### src/rtl/rtc_wsync_pkg.sv
package rtc_wsync_pkg;
    localparam int ADDR_W  = 3;
    localparam int N_SYNC  = 5;
    localparam int STAT_W  = 16;
    localparam int BIT_PND = 14;
    localparam int BIT_CMP = 15;

    typedef enum logic [ADDR_W-1:0] {
        A_TIME  = 3'd0,
        A_ALARM = 3'd1,
        A_SWCH  = 3'd2,
        A_IEN   = 3'd3,
        A_PRESC = 3'd4,
        A_STAT  = 3'd5
    } reg_addr_e;
endpackage

### src/rtl/rtc_wsync_hold.sv
module rtc_wsync_hold
    import rtc_wsync_pkg::*;
#(
    parameter int DATA_W = 32
) (
    input  logic              clk,
    input  logic              rst_n,
    input  logic              tick,
    input  logic              req,
    input  logic [ADDR_W-1:0] req_addr,
    input  logic [DATA_W-1:0] req_data,
    output logic              pend,
    output logic              commit,
    output logic [ADDR_W-1:0] hold_addr,
    output logic [DATA_W-1:0] hold_data
);
    typedef struct packed {
        logic              pend;
        logic [ADDR_W-1:0] addr;
        logic [DATA_W-1:0] data;
    } hold_t;

    hold_t st_d, st_q;

    always_comb begin
        st_d   = st_q;
        commit = st_q.pend & tick;
        if (commit) begin
            st_d.pend = 1'b0;
        end else if (req && !st_q.pend) begin
            st_d.pend = 1'b1;
            st_d.addr = req_addr;
            st_d.data = req_data;
        end
    end

    always_ff @(posedge clk or negedge rst_n) begin
        if (!rst_n) st_q <= '0;
        else        st_q <= st_d;
    end

    assign pend      = st_q.pend;
    assign hold_addr = st_q.addr;
    assign hold_data = st_q.data;
endmodule

### src/rtl/rtc_wsync_bank.sv
module rtc_wsync_bank
    import rtc_wsync_pkg::*;
#(
    parameter int DATA_W = 32
) (
    input  logic                     clk,
    input  logic                     rst_n,
    input  logic                     commit,
    input  logic [ADDR_W-1:0]        c_addr,
    input  logic [DATA_W-1:0]        c_data,
    output logic [N_SYNC*DATA_W-1:0] regs_flat
);
    for (genvar g = 0; g < N_SYNC; g++) begin : g_reg
        logic [DATA_W-1:0] val_d, val_q;

        always_comb begin
            val_d = val_q;
            if (commit && (c_addr == ADDR_W'(g))) val_d = c_data;
        end

        always_ff @(posedge clk or negedge rst_n) begin
            if (!rst_n) val_q <= '0;
            else        val_q <= val_d;
        end

        assign regs_flat[g*DATA_W +: DATA_W] = val_q;
    end
endmodule

### src/rtl/rtc_wsync_stat.sv
module rtc_wsync_stat
    import rtc_wsync_pkg::*;
#(
    parameter int EVT_W = 7
) (
    input  logic              clk,
    input  logic              rst_n,
    input  logic              clr_we,
    input  logic [STAT_W-1:0] clr_mask,
    input  logic [EVT_W-1:0]  evt,
    input  logic              commit,
    input  logic              pend,
    output logic [STAT_W-1:0] stat_word
);
    typedef struct packed {
        logic             cmp;
        logic [EVT_W-1:0] ev;
    } stat_t;

    stat_t st_d, st_q;

    always_comb begin
        st_d = st_q;
        if (clr_we) begin
            st_d.cmp = st_q.cmp & ~clr_mask[BIT_CMP];
            st_d.ev  = st_q.ev & ~clr_mask[EVT_W-1:0];
        end
        if (commit) st_d.cmp = 1'b1;
        st_d.ev = st_d.ev | evt;
    end

    always_ff @(posedge clk or negedge rst_n) begin
        if (!rst_n) st_q <= '0;
        else        st_q <= st_d;
    end

    always_comb begin
        stat_word              = '0;
        stat_word[EVT_W-1:0]   = st_q.ev;
        stat_word[BIT_PND]     = pend;
        stat_word[BIT_CMP]     = st_q.cmp;
    end
endmodule

### src/rtl/rtc_wsync.sv
module rtc_wsync
    import rtc_wsync_pkg::*;
#(
    parameter int DATA_W = 32,
    parameter int EVT_W  = 7
) (
    input  logic              clk,
    input  logic              rst_n,
    input  logic              tick,
    input  logic              wr_en,
    input  logic [2:0]        wr_addr,
    input  logic [DATA_W-1:0] wr_data,
    input  logic [EVT_W-1:0]  evt_in,
    input  logic [2:0]        rd_addr,
    output logic [DATA_W-1:0] rd_data
);
    logic                     sync_req, stat_we, pend, commit;
    logic [ADDR_W-1:0]        hold_addr;
    logic [DATA_W-1:0]        hold_data;
    logic [N_SYNC*DATA_W-1:0] regs_flat;
    logic [STAT_W-1:0]        stat_word;

    assign sync_req = wr_en && (int'(wr_addr) < N_SYNC);
    assign stat_we  = wr_en && (wr_addr == A_STAT);

    rtc_wsync_hold #(.DATA_W(DATA_W)) u_hold (
        .clk(clk), .rst_n(rst_n), .tick(tick), .req(sync_req),
        .req_addr(wr_addr), .req_data(wr_data), .pend(pend),
        .commit(commit), .hold_addr(hold_addr), .hold_data(hold_data)
    );

    rtc_wsync_bank #(.DATA_W(DATA_W)) u_bank (
        .clk(clk), .rst_n(rst_n), .commit(commit), .c_addr(hold_addr),
        .c_data(hold_data), .regs_flat(regs_flat)
    );

    rtc_wsync_stat #(.EVT_W(EVT_W)) u_stat (
        .clk(clk), .rst_n(rst_n), .clr_we(stat_we),
        .clr_mask(wr_data[STAT_W-1:0]), .evt(evt_in), .commit(commit),
        .pend(pend), .stat_word(stat_word)
    );

    always_comb begin
        rd_data = '0;
        if (int'(rd_addr) < N_SYNC)
            rd_data = regs_flat[int'(rd_addr)*DATA_W +: DATA_W];
        else if (rd_addr == A_STAT)
            rd_data = DATA_W'(stat_word);
    end
endmodule

### config.mk
export PLATFORM = sky130hd
export DESIGN_NAME = rtc_wsync
export DESIGN_NICKNAME = d
export VERILOG_FILES = /design/src/rtl/rtc_wsync_pkg.sv /design/src/rtl/rtc_wsync_hold.sv /design/src/rtl/rtc_wsync_bank.sv /design/src/rtl/rtc_wsync_stat.sv /design/src/rtl/rtc_wsync.sv
export SDC_FILE = /design/constraint.sdc
export NUM_CORES = 1
export LEC_CHECK = 0
export ABC_AREA = 0
export ABC_CLOCK_PERIOD_IN_PS = 1850
export BUFFER_PORTS_ARGS = -buffer_cell sky130_fd_sc_hd__buf_2
export CAP_MARGIN = 20
export CORE_UTILIZATION = 45
export CTS_BUF_LIST = sky130_fd_sc_hd__clkbuf_16
export DETAILED_ROUTE_END_ITERATION = 16
export GPL_TIMING_DRIVEN = 0
export PLACE_DENSITY_LB_ADDON = 0.12
export REMOVE_ABC_BUFFERS = 1
export SYNTH_ARGS = -nofsm -noshare
export SYNTH_HDL_FRONTEND = slang
export SYNTH_SLANG_ARGS = --single-unit
### constraint.sdc
create_clock -name clk -period 1.85 [get_ports clk]
set_clock_uncertainty 0.05 [all_clocks]
set_input_delay 0.2775 -clock clk [delete_from_list [all_inputs] [get_ports clk]]
set_output_delay 0.2775 -clock clk [all_outputs]
set_load 0.01 [all_outputs]
# Word-level counts from Yosys, hierarchy flattened
# Cells that the tools add are included.
# W data, S select, Z words.
# totals
ff_bits	204
output_inout_bits	32
# classes
shift	1
mux	6
n_eq_ne	6
bitwise	7
reduce_logical	13
magnitude_cmp	2
# op_table
op	n
$shiftx A160 B9 Y32	1
$mux W36	1
$mux W32	1
$mux W16	1
$eq A3 B3 Y1 const B	3
$logic_and A1 B1 Y1	8
$mux W8	1
$and A7 B7 Y7	1
$not A7 Y7	1
$or A7 B7 Y7	1
$eq A3 B2 Y1 const B	2
$lt A3 B3 Y1 const B	2
$reduce_bool A2 Y1	2
$eq A3 B1 Y1 const B	1
$logic_not A3 Y1	1
$and A1 B1 Y1	2
$mux W1	2
$not A1 Y1	2
$reduce_and A2 Y1	1
$logic_not A1 Y1	1

# Longest topological paths before layout
# Gate-level depths: netlist of the first run.
# logic_depth
word_depth	5
ltp_mapped	5

# Hierarchy
# From an unflattened synthesis of the first run, not the netlist that was laid out.
# unflattened
hier_cells	626
hier_area_um2	9364.0
# by_module_without_submodules
mod	cells_per_inst	instances	area_each_um2
rtc_wsync_bank	343	1	6033.3
rtc_wsync_hold	79	1	1498.9
rtc_wsync	170	1	1470.2
rtc_wsync_stat	34	1	361.6

# Least setup slack after synthesis of the first run
# OpenSTA, ideal clock, no wires.
# synth_timing
path_kind	input to output
start	input port rd_addr[0]
end	output port rd_data[10]
t_arrival_ps	1364
slack_ps	159
n_path_buf	2
stages	4
cell_sequence	buf_2 buf_2 mux2_2 a221o_1
# synth_between
elab_chain_cells	2
# synth_rtl
item	line	rtl
start: declaration	rtc_wsync.sv:14	input logic [2:0] rd_addr,
$shiftx A160 B9 Y32 / $lt A3 B3 Y1 (equally long branches)	rtc_wsync.sv:46, rtc_wsync.sv:45	
$mux W32 (*)	rtc_wsync.sv:45	if (int'(rd_addr) < N_SYNC)
end: declaration	rtc_wsync.sv:15	output logic [DATA_W-1:0] rd_data
# Every way passes the cells marked *; elsewhere a longest branch is shown, timed or not.

# Final worst setup path of the first run
# layout_timing
start	register u_bank.g_reg[3].val_q[30]
end	output port rd_data[30]
# layout_between
elab_chain_cells	2
# layout_rtl
item	line	rtl
start: declaration	rtc_wsync_bank.sv:14	logic [DATA_W-1:0] val_d, val_q;
start signal: assignment	rtc_wsync_bank.sv:23	else val_q <= val_d;
$shiftx A160 B9 Y32	rtc_wsync.sv:46	rd_data = regs_flat[int'(rd_addr)*DATA_W +: DATA_W];
$mux W32	rtc_wsync.sv:45	
# No other way between the ends.

==> metrics.yaml, run 1 <==
cells_and_area:
  mostFrequentLayoutCells: "204 x sky130_fd_sc_hd__dfrtp_1, 193 x sky130_fd_sc_hd__mux2_2, 76 x sky130_fd_sc_hd__buf_2"
  leading_cell_type_in_the_layout_fill_and_taps_excluded: "sky130_fd_sc_hd__dfrtp_1"
  diodes: 0
  final_design_utilization_pct: 57.7
  num-nets-final: 802
  fraction_of_final_layout_cells_sized_beyond_drive_strength_1_pct: 49.5
  area_growth_syn_to_layout_pct: 24.9
timing:
  grt_setup_unrepaired: "true"
  post-route-period-util_pct: 107
  finalHoldViolCount: 0
  tightestPinTransition_ns: 0.438
  hold_ws_ns: 0.0130
  max_transition_margin_pct: 70.8
  achievable-frequency_ghz: 0.506
  setup_slack_ns: -0.127
  final.min_clock_period_ns: 1.98
  setup_viol: 23
  final_max_slew_viol_count: 0
logic_synthesis:
  ys_warn_count: 0
  ys_seq_area_share_pct: 56.7
  yosys_top_cell_area_share_pct: 56.7
  synth_top_cell_by_area: "sky130_fd_sc_hd__dfrtp_1"
  cell_types_with_the_largest_area_share_after_synthesis: "sky130_fd_sc_hd__dfrtp_1 57%, sky130_fd_sc_hd__mux2_2 26%, sky130_fd_sc_hd__mux2i_1 4.4%"
  syn_area_per_cell_um2: 14.7
  syn-cell-area_um2: 9010
  syn_inst: 612
  flip_flop_and_latch_count_after_synthesis: 204
  yosys.cell_types.count: 27
setup_path:
  critPathCaptureType: "output pin"
  start_kind: "flip-flop"
  critPathKind: "flip-flop to output pin"
  crit_chain: "mux4_2 -> a22o_1 -> buf_2"
  critical_path.top_delay_family: "multiplexers"
  slowest_delay_ns: 0.47
  worst-path-buf-inv: 1
  critical_path_required_ns: 1.52
  arrival_ns: 1.65
  worst-path-max-fanout: 2
  critical-path-slowest-cell: "sky130_fd_sc_hd__mux4_2"
clocking:
  cts_root_buffer: "sky130_fd_sc_hd__clkbuf_16"
  ctsLongestPathBuffers: 3
  numClockSinks: 204
  cts_made_buffers: 23
  cts.reportedPaths.clkPinSlew_ns: 0.06
  htree_num_levels: 1
  tritoncts: "done"
  clk_latency_ns: 0.49
power:
  max-vdd-ir-drop_mv: 0.734
  power_density_nw_per_um2: 1370
  static-leakage-power_nw: 5.25
routing:
  post_drt_wl_per_cell_um: 19.8
  via_count_normalized_by_instance_count: 5.35
  drtAntennaViolNets: 0
  detailedRoute.firstIterationViolations: 235
  route.final.wire_length_mm: 20.4
  drc: 0
  drt-pass1-iter-count: 4
  num_vias: 5523
floorplan:
  fp.dieW_um: 144
  core-area_um2: 19500
  pin_count: 81
  die-area_um2: 20600
  floorplan.initialDensity_pct: 46.1
  die_h_um: 144
  core.rowCount: 51
placement:
  buffer_ports.inserted: 80
  place_hpwl_mm: 11.8
  gp_congestion: 0.707
grt:
  grt_antenna_before_repair: 0
  globalRouteOverflowTotal: 0
  grt_pass1_vias: 6119
  global_route.usage.total_pct: 21.0
  largest_net_degree_at_the_start_of_global_routing: 78
  grt_first_pass_wirelength_mm: 32.9
outcome:
  violations: "setup timing"
  status: "finished, violations left"
hold_path:
  hp-class: "primary input to flip-flop"
job:
  drv_cap: 0
==> path summary, 6_finish.rpt <==
check,from,to,slack (ns),cells past startpoint
worst max-delay path,u_bank.g_reg[3].val_q[30],rd_data[30],-0.13,3
worst min-delay path,wr_data[15],u_hold.hold_data[15],0.01,2
worst max register to register,u_hold.hold_addr[2],u_bank.g_reg[1].val_q[25],0.07,4
worst min register to register,u_stat.stat_word[3],u_stat.stat_word[3],0.43,1
max in group asynchronous,rst_n,u_bank.g_reg[4].val_q[14],0.41,4
min in group asynchronous,rst_n,u_hold.hold_data[19],0.24,2
==> where the power goes <==
part | leakage (nW) | internal [mW] | total, mW | switching [mW]
registers | 2.51 | 6.25 | 7.32 | 1.07
clock network | 0.363 | 2.51 | 4.20 | 1.69
logic | 2.37 | 2.52 | 3.86 | 1.34
total | 5.25 | 11.3 | 15.4 | 4.10
==> worst reg2reg max path: stages (launching register included) <==
cell and delay, ns:
sky130_fd_sc_hd__dfrtp_1 0.39, sky130_fd_sc_hd__and3b_4 0.34, sky130_fd_sc_hd__and3b_2 0.24, sky130_fd_sc_hd__buf_12 0.24, sky130_fd_sc_hd__mux2_2 0.39
==> routing by layer <==
metal	track usage (%)	vias up	share of wire, %
met1	26.6	2897	44
li1	-	2515	-
met4	4.65	0	1.2
met3	3.00	20	3.4
met2	37.9	91	52
met5	0	-	0
==> timing repair <==
action / 4_1_cts / 5_1_grt
setup buffers: 15 / 5
pin swaps: 26 / 2
gates cloned: 2 / 0
hold endpoints to repair: 92 / 0
hold buffers: 39 / 0
gates resized for setup: 26 / 13
setup endpoints to repair: 112 / 32
==> cell families (layout without fill, tap and decap cells) <==
| group | after synthesis | in the layout | share of synthesized area, % |
|---|---|---|---|
| compound gates | 47 | 47 | 4.48 |
| buf+inv | 40 | 194 | 3.10 |
| flops | 204 | 204 | 56.7 |
| mux | 264 | 264 | 32.9 |
| simple gates | 57 | 58 | 2.87 |
==> sequential cells by signal (all words and copies together), names as in the netlist <==
register / flops
u_bank.g.val_q: 160
u_hold.hold_data: 32
u_stat.stat_word: 8
u_hold.hold_addr: 3
u_hold.pend: 1
==> synthesized netlist by cell type <==
cell and instances:
sky130_fd_sc_hd__a21o_1 7, sky130_fd_sc_hd__a21oi_1 5, sky130_fd_sc_hd__a221o_1 22, sky130_fd_sc_hd__a22o_1 2, sky130_fd_sc_hd__and3b_1 2, sky130_fd_sc_hd__and3b_4 1, sky130_fd_sc_hd__and4b_1 1, sky130_fd_sc_hd__buf_2 16
sky130_fd_sc_hd__buf_4 1, sky130_fd_sc_hd__buf_6 14, sky130_fd_sc_hd__clkbuf_1 7, sky130_fd_sc_hd__dfrtp_1 204, sky130_fd_sc_hd__inv_1 2, sky130_fd_sc_hd__mux2_1 5, sky130_fd_sc_hd__mux2_2 210, sky130_fd_sc_hd__mux2_4 8
sky130_fd_sc_hd__mux2i_1 40, sky130_fd_sc_hd__mux4_2 1, sky130_fd_sc_hd__nand2_1 19, sky130_fd_sc_hd__nand2b_1 2, sky130_fd_sc_hd__nand3_2 1, sky130_fd_sc_hd__nand4_1 1, sky130_fd_sc_hd__nor2_1 28, sky130_fd_sc_hd__nor2b_1 1
sky130_fd_sc_hd__nor3b_1 1, sky130_fd_sc_hd__o21ai_0 2, sky130_fd_sc_hd__o221ai_1 9
==> area by class of cell <==
type	count	area, um2
clock buffers	23	576
repair buffers	153	1330
inverters	2	7.51
multi-input cells	369	3790
fillers	1620	8270
flip-flops and latches	204	5100
well taps	265	332
clock inverters	16	120
==> metrics by stage <==
stage | cells | setup WS [ns] | setup TNS (ns) | total power, mW | area (um2)
finish | 1032 | -0.127 | -1.22 | 15.4 | 11300
global route | 1032 | -0.161 | -2.41 | 16.3 | 11300
CTS | 1027 | -0.138 | -1.54 | 15.4 | 11200
detailed placement | 932 | -0.687 | -25.79 | 10.8 | 9800
global placement | 919 | -2.76 | -832.59 | 10.5 | 9470
floorplan | 574 | -0.380 | -35.33 | 9.64 | 8740
No activity file was read; power rests on OpenSTA's default activity.
==> inputs of run 2 (changes only) <==
- CTS_BUF_LIST: sky130_fd_sc_hd__clkbuf_16 -> default
- MAX_ROUTING_LAYER: default -> met4
==> run 2 against run 1 <==
The flow still finishes with violations (setup timing). Flip-flop and latch count is the same. Via count grew 0.72%. Worst setup slack gained 0.0021 ns. Wire length grew 0.75%. Fmax grew 0.11%. Die area is the same. Clock power grew 6.0%. Combinational power is essentially flat.
==> metrics.yaml, run 2 (synthesized netlist as in run 1, its figures left out) <==
grt:
  grt_antenna_before_repair: 0  # unchanged
  largest_net_degree_at_the_start_of_global_routing: 78  # unchanged
  globalRouteOverflowTotal: 0  # unchanged
  grt_first_pass_wirelength_mm: 32.8  # -0.12%
  global_route.usage.total_pct: 21.6  # +0.60 points
  grt_pass1_vias: 6100  # -0.31%
clocking:
  cts_root_buffer: "sky130_fd_sc_hd__clkbuf_16"
  cts_made_buffers: 23  # unchanged
  clk_latency_ns: 0.49  # about the same
  ctsLongestPathBuffers: 3  # unchanged
  numClockSinks: 204  # unchanged
  cts.reportedPaths.clkPinSlew_ns: 0.06  # about the same
  htree_num_levels: 1  # unchanged
  tritoncts: "done"
timing:
  final_max_slew_viol_count: 0  # unchanged
  max_transition_margin_pct: 70.8  # about the same
  tightestPinTransition_ns: 0.437  # -0.000985 ns
  hold_ws_ns: 0.0143  # +0.00127 ns
  achievable-frequency_ghz: 0.506  # +0.11%
  finalSetupTns_ns: -1.19  # +0.0280 ns
  setup_viol: 23  # unchanged
  grt_setup_unrepaired: "true"
  post-route-period-util_pct: 107  # -0.11 points
  finalHoldViolCount: 0  # unchanged
  final.min_clock_period_ns: 1.98  # -0.00210 ns
  setup_slack_ns: -0.125  # +0.00210 ns
outcome:
  violations: "setup timing"
  status: "finished, violations left"
setup_path:
  critical_path_required_ns: 1.52  # about the same
  critPathKind: "flip-flop to output pin"
  critPathCaptureType: "output pin"
  worstSetupStartpoint: "u_bank.g_reg[3].val_q[30]"
  start_kind: "flip-flop"
  worst-path-max-fanout: 2  # unchanged
  worst-path-buf-inv: 1  # unchanged
  critical-path-slowest-cell: "sky130_fd_sc_hd__mux4_2"
  slowest_delay_ns: 0.47  # about the same
  worst_r2r_startpoint: "u_hold.hold_addr[2]"
  arrival_ns: 1.65  # about the same
  critical_path.top_delay_family: "multiplexers"
  crit_chain: "mux4_2 -> a22o_1 -> buf_2"
hold_path:
  hp-class: "primary input to flip-flop"
  source_of_the_worst_hold_timing_path: "wr_data[15]"
floorplan:
  pin_count: 81  # unchanged
  core.rowCount: 51  # unchanged
  core-area_um2: 19500  # unchanged
  fp.dieW_um: 144  # unchanged
  die_h_um: 144  # unchanged
  die-area_um2: 20600  # unchanged
  floorplan.initialDensity_pct: 46.1  # unchanged
placement:
  placed_area_um2: 9800  # unchanged
  buffer_ports.inserted: 80  # unchanged
  place_hpwl_mm: 11.8  # unchanged
  dp_cells: 932  # unchanged
  place_ws_ns: -0.687  # unchanged
  gp_congestion: 0.715  # +1.1%
power:
  max-vdd-ir-drop_mv: 0.740  # +0.82%
  total_power_mw: 15.7  # +1.8%
  static-leakage-power_nw: 5.27  # +0.46%
  power_density_nw_per_um2: 1380  # +1.0%
routing:
  drt-pass1-iter-count: 4  # unchanged
  route.final.wire_length_mm: 20.6  # +0.75%
  detailedRoute.firstIterationViolations: 251  # +6.8%
  drtAntennaViolNets: 0  # unchanged
  post_drt_wl_per_cell_um: 19.9  # +0.55%
  drc: 0  # unchanged
  via_count_normalized_by_instance_count: 5.38  # +0.53%
  num_vias: 5563  # +0.72%
cells_and_area:
  finalInstanceArea_um2: 11300  # +0.77%
  largest_reg_flops: 160  # unchanged
  diodes: 0  # unchanged
  area_growth_syn_to_layout_pct: 25.9
  leading_cell_type_in_the_layout_fill_and_taps_excluded: "sky130_fd_sc_hd__dfrtp_1"
  max_flop_register: "u_bank.g.val_q"
  final_design_utilization_pct: 58.1  # +0.44 points
  layout.cells.non_filler: 1034  # +0.19%
  fraction_of_final_layout_cells_sized_beyond_drive_strength_1_pct: 50.3  # +0.78 points
  mostFrequentLayoutCells: "204 x sky130_fd_sc_hd__dfrtp_1, 192 x sky130_fd_sc_hd__mux2_2, 76 x sky130_fd_sc_hd__buf_2"
  num-nets-final: 804  # +0.25%
job:
  drv_cap: 0  # unchanged
-- run 2: path summary, 6_finish.rpt --
path	to	slack [ns]	depth (start not counted)
setup / recovery	rd_data[30]	-0.13	3
hold / removal	u_hold.hold_data[15]	0.01	2
setup reg to reg	u_bank.g_reg[1].val_q[26]	0.07	4
hold reg to reg	u_stat.stat_word[3]	0.43	1
max in group asynchronous	u_bank.g_reg[1].val_q[1]	0.40	4
min in group asynchronous	u_hold.hold_data[19]	0.24	2
-- run 2: power breakdown --
group / leakage (nW) / total, mW / switching, mW / internal [mW]
logic: 2.39 / 3.89 / 1.35 / 2.54
clock network: 0.367 / 4.45 / 1.70 / 2.75
registers: 2.51 / 7.32 / 1.07 / 6.25
total: 5.27 / 15.7 / 4.12 / 11.5
-- run 2: worst register-to-register path: cells and delay by family (launching register included) --
family / cells / cell delay, ns
flip-flops: 1 / 0.39
multiplexers: 1 / 0.40
AND/OR/NAND/NOR: 2 / 0.58
buffers and inverters: 1 / 0.24
-- run 2: layout make-up --
class	instances	area [um2]
inverters	2	7.51
multi-input cells	369	3790
well taps	265	332
fillers	1602	8180
repair buffers	155	1360
clock buffers	34	667
clock inverters	5	78.8
flip-flops and latches	204	5100
-- run 2: per-layer routing --
| layer | GRT usage, % | vias up | part of all wire, % |
|---|---|---|---|
| li1 | - | 2526 | - |
| met3 | 2.87 | 22 | 3.7 |
| met4 | 4.70 | 0 | 1.4 |
| met5 | - | - | 0 |
| met2 | 37.7 | 105 | 51 |
| met1 | 26.8 | 2910 | 44 |
-- run 2: what timing repair did --
item,CTS,global route
buffers inserted,15,6
hold buffers,39,0
resized for setup,26,14
endpoints found under the hold margin,92,0
gates cloned,2,1
pin swaps,26,1
setup endpoints to repair,110,31
